**config.mk**
```make
export PLATFORM = sky130hd
export DESIGN_NAME = uart_fifo_ctrl
export DESIGN_NICKNAME = d
export VERILOG_FILES = /design/src/rtl/uart_fifo_pkg.sv /design/src/rtl/ufc_ctrl_reg.sv /design/src/rtl/ufc_fifo.sv /design/src/rtl/ufc_trig.sv /design/src/rtl/uart_fifo_ctrl.sv
export SDC_FILE = /design/constraint.sdc
export NUM_CORES = 1
export LEC_CHECK = 0
export BUFFER_PORTS_ARGS = -buffer_cell sky130_fd_sc_hd__buf_2
export CAP_MARGIN = 0
export CORE_ASPECT_RATIO = 0.6
export CORE_MARGIN = 8
export CORE_UTILIZATION = 44
export CTS_CLUSTER_SIZE = 12
export DETAILED_ROUTE_END_ITERATION = 12
export RECOVER_POWER = 100
export SKIP_CTS_REPAIR_TIMING = 1
export SLEW_MARGIN = 20
export SYNTH_ARGS = -nofsm -noshare
export SYNTH_HDL_FRONTEND = slang
export SYNTH_SLANG_ARGS = --single-unit
```
**constraint.sdc**
```tcl
create_clock -name clk_i -period 7.3 [get_ports clk_i]
set_input_delay 1.46 -clock clk_i [delete_from_list [all_inputs] [get_ports clk_i]]
set_output_delay 1.46 -clock clk_i [all_outputs]
set_load 0.05 [all_outputs]
```
**src/rtl/uart_fifo_pkg.sv**
```systemverilog
package uart_fifo_pkg;

  localparam int unsigned CFG_W = 8;

  // trigger code -> level: 0 gives 1, otherwise twice the code
  function automatic int unsigned trig_level(input logic [2:0] code);
    return (code == 3'd0) ? 1 : 2 * int'(code);
  endfunction

endpackage

```
**src/rtl/ufc_ctrl_reg.sv**
```systemverilog
module ufc_ctrl_reg
  import uart_fifo_pkg::*;
(
  input  logic             clk_i,
  input  logic             rst_ni,
  input  logic             we_i,
  input  logic [CFG_W-1:0] wdata_i,
  output logic             fifo_en_o,
  output logic [2:0]       trig_code_o,
  output logic [1:0]       clr_o
);

  logic       en_q, rx_fl_q, tx_fl_q;
  logic [2:0] code_q;
  logic       mode_chg, load;

  logic unused_rsvd;
  assign unused_rsvd = ^wdata_i[4:3];

  assign mode_chg = we_i && (wdata_i[0] != en_q);
  assign load     = we_i && en_q && wdata_i[0];

  always_ff @(posedge clk_i or negedge rst_ni) begin
    if (!rst_ni) begin
      en_q    <= 1'b0;
      rx_fl_q <= 1'b0;
      tx_fl_q <= 1'b0;
      code_q  <= 3'd0;
    end else if (we_i) begin
      en_q <= wdata_i[0];
      if (load) begin
        rx_fl_q <= wdata_i[1];
        tx_fl_q <= wdata_i[2];
        code_q  <= wdata_i[7:5];
      end else if (en_q) begin
        rx_fl_q <= 1'b0;
        tx_fl_q <= 1'b0;
        code_q  <= 3'd0;
      end
    end
  end

  // flush takes effect at the write edge and holds while the bit is set
  assign clr_o[0] = rx_fl_q || mode_chg || (load && wdata_i[1]);
  assign clr_o[1] = tx_fl_q || mode_chg || (load && wdata_i[2]);

  assign fifo_en_o   = en_q;
  assign trig_code_o = code_q;

  // fields stay cleared when written while disabled
  a_r3_locked_fields: assert property (@(posedge clk_i) disable iff (!rst_ni)
    we_i && !en_q |=> code_q == 3'd0 && !rx_fl_q && !tx_fl_q);

endmodule

```
**src/rtl/ufc_fifo.sv**
```systemverilog
module ufc_fifo #(
  parameter int unsigned DW    = 8,
  parameter int unsigned DEPTH = 16,
  parameter int unsigned CW    = $clog2(DEPTH + 1)
) (
  input  logic          clk_i,
  input  logic          rst_ni,
  input  logic          single_i,
  input  logic          clr_i,
  input  logic          push_i,
  input  logic [DW-1:0] data_i,
  input  logic          pop_i,
  output logic [DW-1:0] data_o,
  output logic [CW-1:0] count_o,
  output logic          full_o,
  output logic          empty_o
);

  localparam int unsigned AW = (DEPTH > 1) ? $clog2(DEPTH) : 1;

  logic [DW-1:0] mem [DEPTH];
  logic [AW-1:0] wr_ptr_q, rd_ptr_q;
  logic [CW-1:0] count_q, limit;
  logic          push_ok, pop_ok;

  function automatic logic [AW-1:0] ptr_inc(input logic [AW-1:0] p);
    return (p == AW'(DEPTH - 1)) ? '0 : p + 1'b1;
  endfunction

  assign limit   = single_i ? CW'(1) : CW'(DEPTH);
  assign full_o  = count_q >= limit;
  assign empty_o = count_q == '0;
  assign push_ok = push_i && !full_o;
  assign pop_ok  = pop_i && !empty_o;

  always_ff @(posedge clk_i or negedge rst_ni) begin
    if (!rst_ni) begin
      wr_ptr_q <= '0;
      rd_ptr_q <= '0;
      count_q  <= '0;
    end else if (clr_i) begin
      wr_ptr_q <= '0;
      rd_ptr_q <= '0;
      count_q  <= '0;
    end else begin
      if (push_ok) wr_ptr_q <= ptr_inc(wr_ptr_q);
      if (pop_ok)  rd_ptr_q <= ptr_inc(rd_ptr_q);
      case ({push_ok, pop_ok})
        2'b10:   count_q <= count_q + 1'b1;
        2'b01:   count_q <= count_q - 1'b1;
        default: count_q <= count_q;
      endcase
    end
  end

  always_ff @(posedge clk_i) begin
    if (push_ok && !clr_i) mem[wr_ptr_q] <= data_i;
  end

  assign data_o  = mem[rd_ptr_q];
  assign count_o = count_q;

  a_r8_no_overflow: assert property (@(posedge clk_i) disable iff (!rst_ni)
    count_q <= CW'(DEPTH));

  a_r8_push_full_ignored: assert property (@(posedge clk_i) disable iff (!rst_ni)
    full_o && push_i && !pop_i && !clr_i |=> $stable(count_o));

  // a flush leaves the queue empty on the next cycle
  a_r4_clr_empties: assert property (@(posedge clk_i) disable iff (!rst_ni)
    clr_i |=> empty_o);

  a_r9_single_cap: assert property (@(posedge clk_i) disable iff (!rst_ni)
    single_i |-> count_q <= CW'(1));

endmodule

```
**src/rtl/ufc_trig.sv**
```systemverilog
module ufc_trig
  import uart_fifo_pkg::*;
#(
  parameter int unsigned CW = 5
) (
  input  logic [CW-1:0] count_i,
  input  logic          fifo_en_i,
  input  logic [2:0]    code_i,
  output logic          trig_o
);

  logic [CW-1:0] level;

  assign level  = fifo_en_i ? CW'(trig_level(code_i)) : CW'(1);
  assign trig_o = count_i >= level;

endmodule

```
**src/rtl/uart_fifo_ctrl.sv**
```systemverilog
module uart_fifo_ctrl
  import uart_fifo_pkg::*;
#(
  parameter int unsigned DATA_W = 8,
  parameter int unsigned DEPTH  = 16,
  parameter int unsigned CNT_W  = $clog2(DEPTH + 1)
) (
  input  logic              clk_i,
  input  logic              rst_ni,
  input  logic              cfg_we_i,
  input  logic [CFG_W-1:0]  cfg_wdata_i,
  input  logic              rx_push_i,
  input  logic [DATA_W-1:0] rx_data_i,
  input  logic              rx_pop_i,
  output logic [DATA_W-1:0] rx_data_o,
  output logic              rx_full_o,
  output logic              rx_empty_o,
  output logic [CNT_W-1:0]  rx_count_o,
  output logic              rx_trig_o,
  input  logic              tx_push_i,
  input  logic [DATA_W-1:0] tx_data_i,
  input  logic              tx_pop_i,
  output logic [DATA_W-1:0] tx_data_o,
  output logic              tx_full_o,
  output logic              tx_empty_o,
  output logic [CNT_W-1:0]  tx_count_o
);

  localparam int unsigned NDIR = 2; // 0 receive, 1 transmit

  logic                         fifo_en;
  logic [2:0]                   trig_code;
  logic [NDIR-1:0]              clr, push, pop, full, empty;
  logic [NDIR-1:0][DATA_W-1:0]  din, dout;
  logic [NDIR-1:0][CNT_W-1:0]   cnt;

  ufc_ctrl_reg u_reg (
    .clk_i       (clk_i),
    .rst_ni      (rst_ni),
    .we_i        (cfg_we_i),
    .wdata_i     (cfg_wdata_i),
    .fifo_en_o   (fifo_en),
    .trig_code_o (trig_code),
    .clr_o       (clr)
  );

  assign push = {tx_push_i, rx_push_i};
  assign pop  = {tx_pop_i, rx_pop_i};
  assign din  = {tx_data_i, rx_data_i};

  for (genvar d = 0; d < NDIR; d++) begin : g_dir
    ufc_fifo #(
      .DW    (DATA_W),
      .DEPTH (DEPTH),
      .CW    (CNT_W)
    ) u_fifo (
      .clk_i    (clk_i),
      .rst_ni   (rst_ni),
      .single_i (!fifo_en),
      .clr_i    (clr[d]),
      .push_i   (push[d]),
      .data_i   (din[d]),
      .pop_i    (pop[d]),
      .data_o   (dout[d]),
      .count_o  (cnt[d]),
      .full_o   (full[d]),
      .empty_o  (empty[d])
    );
  end

  ufc_trig #(.CW(CNT_W)) u_trig (
    .count_i   (cnt[0]),
    .fifo_en_i (fifo_en),
    .code_i    (trig_code),
    .trig_o    (rx_trig_o)
  );

  assign rx_data_o  = dout[0];
  assign rx_full_o  = full[0];
  assign rx_empty_o = empty[0];
  assign rx_count_o = cnt[0];
  assign tx_data_o  = dout[1];
  assign tx_full_o  = full[1];
  assign tx_empty_o = empty[1];
  assign tx_count_o = cnt[1];

  a_r9_trig_is_ready: assert property (@(posedge clk_i) disable iff (!rst_ni)
    !fifo_en |-> rx_trig_o == !rx_empty_o);

  a_r6_trig_drop: assert property (@(posedge clk_i) disable iff (!rst_ni)
    $fell(rx_trig_o) && $stable(trig_code) && $stable(fifo_en)
      |-> rx_count_o < $past(rx_count_o));

endmodule

```
# Word-level counts from Yosys, hierarchy flattened
# Memory sizes are Yosys's and may differ from the RTL's.
# Cells that the tools add are included.
dict set report word_totals {
  ff_bits 32
  latch_bits 0
  ramBits 256
  rom_bits 0
  inputBits 31
  out_inout_bits 31
  wordCells 92
  n_memories 2
}
# memory words word_bits rd rd_clocked_by_memory_dff write_ports line
set memory_table {}
lappend memory_table {{g_dir[0].u_fifo.mem} 16 8 1 0 1 ufc_fifo.sv:21} ;# logic [DW-1:0] mem [DEPTH];
lappend memory_table {{g_dir[1].u_fifo.mem} 16 8 1 0 1 ufc_fifo.sv:21}
dict set report op_classes {
  n_addsub 8
  mul 0
  n_div 0
  n_lt_le_gt_ge 3
  n_eq_ne 9
  n_shift 0
  muxes 28
  n_bitwise 0
  reduce_logical 32
}
# operator count
set ops {}
lappend ops {{$mux W4} 13}
lappend ops {{$mux W5} 4}
lappend ops {{$pmux W5 S2} 2}
lappend ops {{$add A4 B1 Y4 const B} 4}
lappend ops {{$eq A4 B4 Y1 const B} 4}
lappend ops {{$ge A5 B5 Y1} 3}
lappend ops {{$logic_and A1 B1 Y1} 11}
lappend ops {{$add A5 B1 Y5 const B} 2}
lappend ops {{$logic_not A5 Y1} 2}
lappend ops {{$reduce_bool A2 Y1} 5}
lappend ops {{$sub A5 B1 Y5 const B} 2}
lappend ops {{$mux W1} 7}
lappend ops {{$logic_not A1 Y1} 6}
lappend ops {{$mux W3} 2}
lappend ops {{$reduce_bool A3 Y1} 2}
lappend ops {{$eq A2 B1 Y1 const B} 2}
lappend ops {{$eq A2 B2 Y1 const B} 2}
lappend ops {{$logic_or A1 B1 Y1} 4}
lappend ops {{$logic_not A3 Y1} 1}
lappend ops {{$reduce_and A2 Y1} 1}
lappend ops {{$ne A1 B1 Y1} 1}

# Logic depth before layout (Yosys ltp)
dict set report depth {
  depth_word 8
  depth_mapped 16
  depth_no_buf 14
}

# Cells and area by module
# Synthesis repeated with hierarchy kept, for this count alone.
dict set report hier_totals {
  cells_unflattened 709
  hier_area_um2 12236.7
}
# module instances cells_per_inst area_per_inst_um2 seq_area_each_um2
set modules_own_cells {}
lappend modules_own_cells {{ufc_fifo at g_dir[0].u_fifo} 1 362 5928.2 4169.0}
lappend modules_own_cells {{ufc_fifo at g_dir[1].u_fifo} 1 300 5855.6 4169.0}
lappend modules_own_cells {ufc_ctrl_reg 1 31 334.1 150.1}
lappend modules_own_cells {ufc_trig 1 15 115.1 0.0}
lappend modules_own_cells {uart_fifo_ctrl 1 1 3.8 0.0}

# Least setup slack after synthesis
# OpenSTA, ideal clock, no wires.
dict set report synth_path {
  path_kind {in2reg}
  start {input port tx_push_i}
  end {register g_dir[1].u_fifo.count_q[4]}
  setup_time_ps 78
  t_arrival_ps 3508
  setup_slack_ps 3714
  stages 11
  cell_sequence {nor2b_1 > nand2_1 > clkbuf_1 > ha_1 > inv_1 > fa_1 > nor2b_1 > o21ai_0 > nor4b_1 > or3_1 > a21oi_1}
}
dict set report synth_between {
  elab_chain_cells 4
  elab_cells_between_ends 6
}
# element line
set synth_lines {}
lappend synth_lines {{start: declaration} uart_fifo_ctrl.sv:20} ;# input logic tx_push_i,
lappend synth_lines {{$logic_and A1 B1 Y1 (*)} ufc_fifo.sv:33} ;# assign push_ok = push_i && !full_o;
lappend synth_lines {{$eq A2 B1 Y1 / $eq A2 B2 Y1 (equally long branches)} ufc_fifo.sv:48} ;# case ({push_ok, pop_ok})
lappend synth_lines {{$pmux W5 S2} ufc_fifo.sv:48}
lappend synth_lines {{$mux W5} ufc_fifo.sv:41} ;# end else if (clr_i) begin
lappend synth_lines {{end signal: assignment} ufc_fifo.sv:49} ;# 2'b10: count_q <= count_q + 1'b1;
lappend synth_lines {{end signal: assignment} ufc_fifo.sv:50} ;# 2'b01: count_q <= count_q - 1'b1;
lappend synth_lines {{end signal: assignment} ufc_fifo.sv:51} ;# default: count_q <= count_q;
lappend synth_lines {{end: declaration} ufc_fifo.sv:23} ;# logic [CW-1:0] count_q, limit;
# Mark *: on every way between the ends. The rest lies on a longest branch, timed or not.
# A chain may end at the register's enable or synchronous reset.

# Worst setup path in the final report
dict set report layout_path {
  start {register g_dir[0].u_fifo.rd_ptr_q[0]}
  end {output port rx_data_o[7]}
}
dict set report layout_between {
  elab_chain_cells 1
}
# element line
set layout_lines {}
lappend layout_lines {{start: declaration} ufc_fifo.sv:22} ;# logic [AW-1:0] wr_ptr_q, rd_ptr_q;
lappend layout_lines {{start signal: assignment} ufc_fifo.sv:47} ;# if (pop_ok) rd_ptr_q <= ptr_inc(rd_ptr_q);
lappend layout_lines {{$mem_v2 Z16 W8} --}
lappend layout_lines {{end: declaration} uart_fifo_ctrl.sv:15} ;# output logic [DATA_W-1:0] rx_data_o,
# No other way between the ends.

==> impl_metrics.ini <==
[power]
power_density_nw_per_um2 = 354.5
p_leak_nw = 4.440
ir_worst_vdd_mv = 0.2683

[placed_design]
hpwl_um = 17160
postPlaceCellArea_um2 = 12810
dp_cells = 1095
pre_cts_ws_ns = 3.132
numPortBuffers = 59
globalplace.congestion = 0.7866

[layout]
syn_to_final_growth_pct = 10.78
layout_common_cells = edfxtp_1 (256), clkbuf_1 (57), mux4_2 (38), nor2_1 (38), nand2_1 (37)
antenna_cells = 0
final_cell_count_no_fill = 1142
final_nets = 818
final_area_um2 = 13490
layout-drive-gt1-share_pct = 13.03
layout_commonest_cell = edfxtp_1

[synthesis]
synthArstFlopShare_pct = 11.11
synth_nets = 762
synth_edf_count = 256
synth_top_area_share_pct = 63.14
mappedNetlistArea_um2 = 12180
synth.distinct_cells = 49
synth_ff_type = edfxtp_1
ys_top_cells_by_area = edfxtp_1 (63%), mux4_2 (7.0%), dfrtp_1 (6.6%)
synth.avg_cell_area_um2 = 17.32
yosys_register_bits = 288
yosys.area.top_type = edfxtp_1
ys_seq_area_share_pct = 69.72
ys_warn_count = 0
syn_inst = 703

[worst_setup_path]
cpMaxStageDelayCell = clkbuf_2
slowest_delay_ns = 1.23
rr_worst_depth = 6
cp-start-kind = flip-flop
crit_chain = clkbuf_2 -> mux2i_1 -> a221oi_1 -> a22oi_1 -> nand2_1 -> clkbuf_1
end_kind = output port
path_class = flip-flop to output port
arrival_ns = 3.80
critPathMaxFanout = 53
required_ns = 5.84

[timing]
finClkSkew_ns = 0.006990
hold_viol = 0
setup_viol = 0
whs_ns = 0.4871
timing.fmax_ghz = 0.1900
setup_ws_ns = 2.036
finalSetupTns_ns = 0
tightest_slew_ns = 1.855
slew_viol_final = 159
rsz0062_at_grt = false
min_period_over_period_pct = 72.11
min_period_ns = 5.264
relSlewSlack_pct = -24.61

[drt]
drtIter0Drc = 593
antenna_left = 0
wire_per_inst_um = 23.02
dr.pass1.iters = 5
drc = 0
vias = 6497
vias_per_cell = 5.689
routed_wl_um = 26290

[die]
core-area_um2 = 27400
die_y_um = 144.9
start_util_pct = 44.43
num_rows = 47
ios = 62
die-area_um2 = 33420
fp.dieW_um = 230.8

[global_routing]
grt_use_met2_pct = 23.62
antenna_found_initial = 0
grt_pass1_vias = 6674
global_route.usage.met3_pct = 3.952
grt-busiest-layer = met2
gr-total-overflow = 0
grt_use_total_pct = 15.82
grt_pass1_wl_um = 40170
grtUsageMet1_pct = 23.34
grt_max_degree = 54

[cts]
cts_htree_levels = 1
clk_latency_ns = 0.54
cts_buffer_depth = 3
cts_tree = yes
cts_buffers = 29
cts.sinks = 288
cts-root-buf = clkbuf_16
clkTransAtPathRegs_ns = 0.06

[worst_hold_path]
hp-class = flip-flop to flip-flop
hold_depth = 2

[run_status]
violations = capacitance limit, slew limit
status = finished, violations left

[run]
drv_cap = 10
critical path, delay by kind of cell (launching register included):
kind / cells / cell delay, ns
mux: 1 / 0.20
flops: 1 / 0.34
buf+inv: 2 / 1.70
simple gates: 1 / 0.11
compound gates: 2 / 0.90
power by group:
| part | internal, mW | switching [mW] | leakage [nW] | total [mW] |
|---|---|---|---|---|
| Sequential | 1.88 | 0.0843 | 2.73 | 1.96 |
| Clock | 0.740 | 0.572 | 0.398 | 1.31 |
| Combinational | 0.541 | 0.969 | 1.31 | 1.51 |
| Total | 3.16 | 1.62 | 4.44 | 4.78 |
sequential cells by signal, summed over array words and instances (netlist names):
signal	cells
g_dir.u_fifo.mem	256
g_dir.u_fifo.count_o	10
u_reg.rx_fl_q	1
u_reg.trig_code_o	3
u_reg.fifo_en_o	1
u_reg.tx_fl_q	1
g_dir.u_fifo.wr_ptr_q	8
g_dir.u_fifo.rd_ptr_q	8
cell type report:
cell class | count | area (um^2)
clock buffer | 40 | 787.0
inverter | 16 | 60.06
fill | 2291 | 13920
multi-input combinational | 361 | 3401
timing repair buffer | 63 | 260.3
clock inverter | 7 | 28.78
tap | 367 | 459.2
sequential | 288 | 8492
path summary, 6_finish.rpt:
check                                                  from                     endpoint  slack, ns
worst min register to register                u_reg.tx_fl_q                u_reg.tx_fl_q       0.49
worst max-delay path            g_dir[0].u_fifo.rd_ptr_q[0]                 rx_data_o[7]       2.04
worst max register to register              u_reg.fifo_en_o    g_dir[1].u_fifo.mem[5][2]       3.20
min in group asynchronous                            rst_ni   g_dir[0].u_fifo.count_o[0]       1.42
worst min-delay path                          u_reg.tx_fl_q                u_reg.tx_fl_q       0.49
max in group asynchronous                            rst_ni  g_dir[0].u_fifo.rd_ptr_q[0]       4.67
layer usage:
layer | vias up | routed length, um
li1 | 2882 | -
met1 | 3373 | 12500
met2 | 204 | 11400
met3 | 38 | 1946
met4 | 0 | 437
met5 | - | 0
per-stage QoR:
| step | total power [mW] | util [%] |
|---|---|---|
| finish | 4.781 | 49.22 |
| global route | 5.015 | 49.22 |
| CTS | 4.863 | 49.72 |
| detailed placement | 3.541 | 46.74 |
| global placement | 3.487 | 46.66 |
| floorplan | 3.202 | - |
cells in the mapped netlist, types with 6 or more instances:
cell	number
a21oi_1	23
a221oi_1	8
a22oi_1	8
and3_1	9
buf_2	12
clkbuf_1	15
dfrtp_1	32
edfxtp_1	256
ha_1	26
inv_1	16
mux2_2	8
mux2i_1	33
mux4_1	18
mux4_2	38
nand2_1	37
nand2b_1	6
nand3_1	10
nor2_1	38
nor2b_1	9
nor3_1	17
o21ai_0	29
logic make-up (layout without fill, tap and decap cells):
| kind of cell | Yosys count | after routing | synth area share, % |
|---|---|---|---|
| XOR/XNOR | 8 | 8 | 0.5755 |
| flip-flops | 288 | 288 | 69.72 |
| buffers and inverters | 54 | 126 | 2.281 |
| AND/OR/NAND/NOR | 142 | 142 | 5.693 |
| adder cells (fa/ha/maj) | 28 | 28 | 3.001 |
| AO/OA/AOI/OAI | 86 | 86 | 4.367 |
| multiplexers | 97 | 97 | 14.37 |
Power figures use the tool's default switching activity.
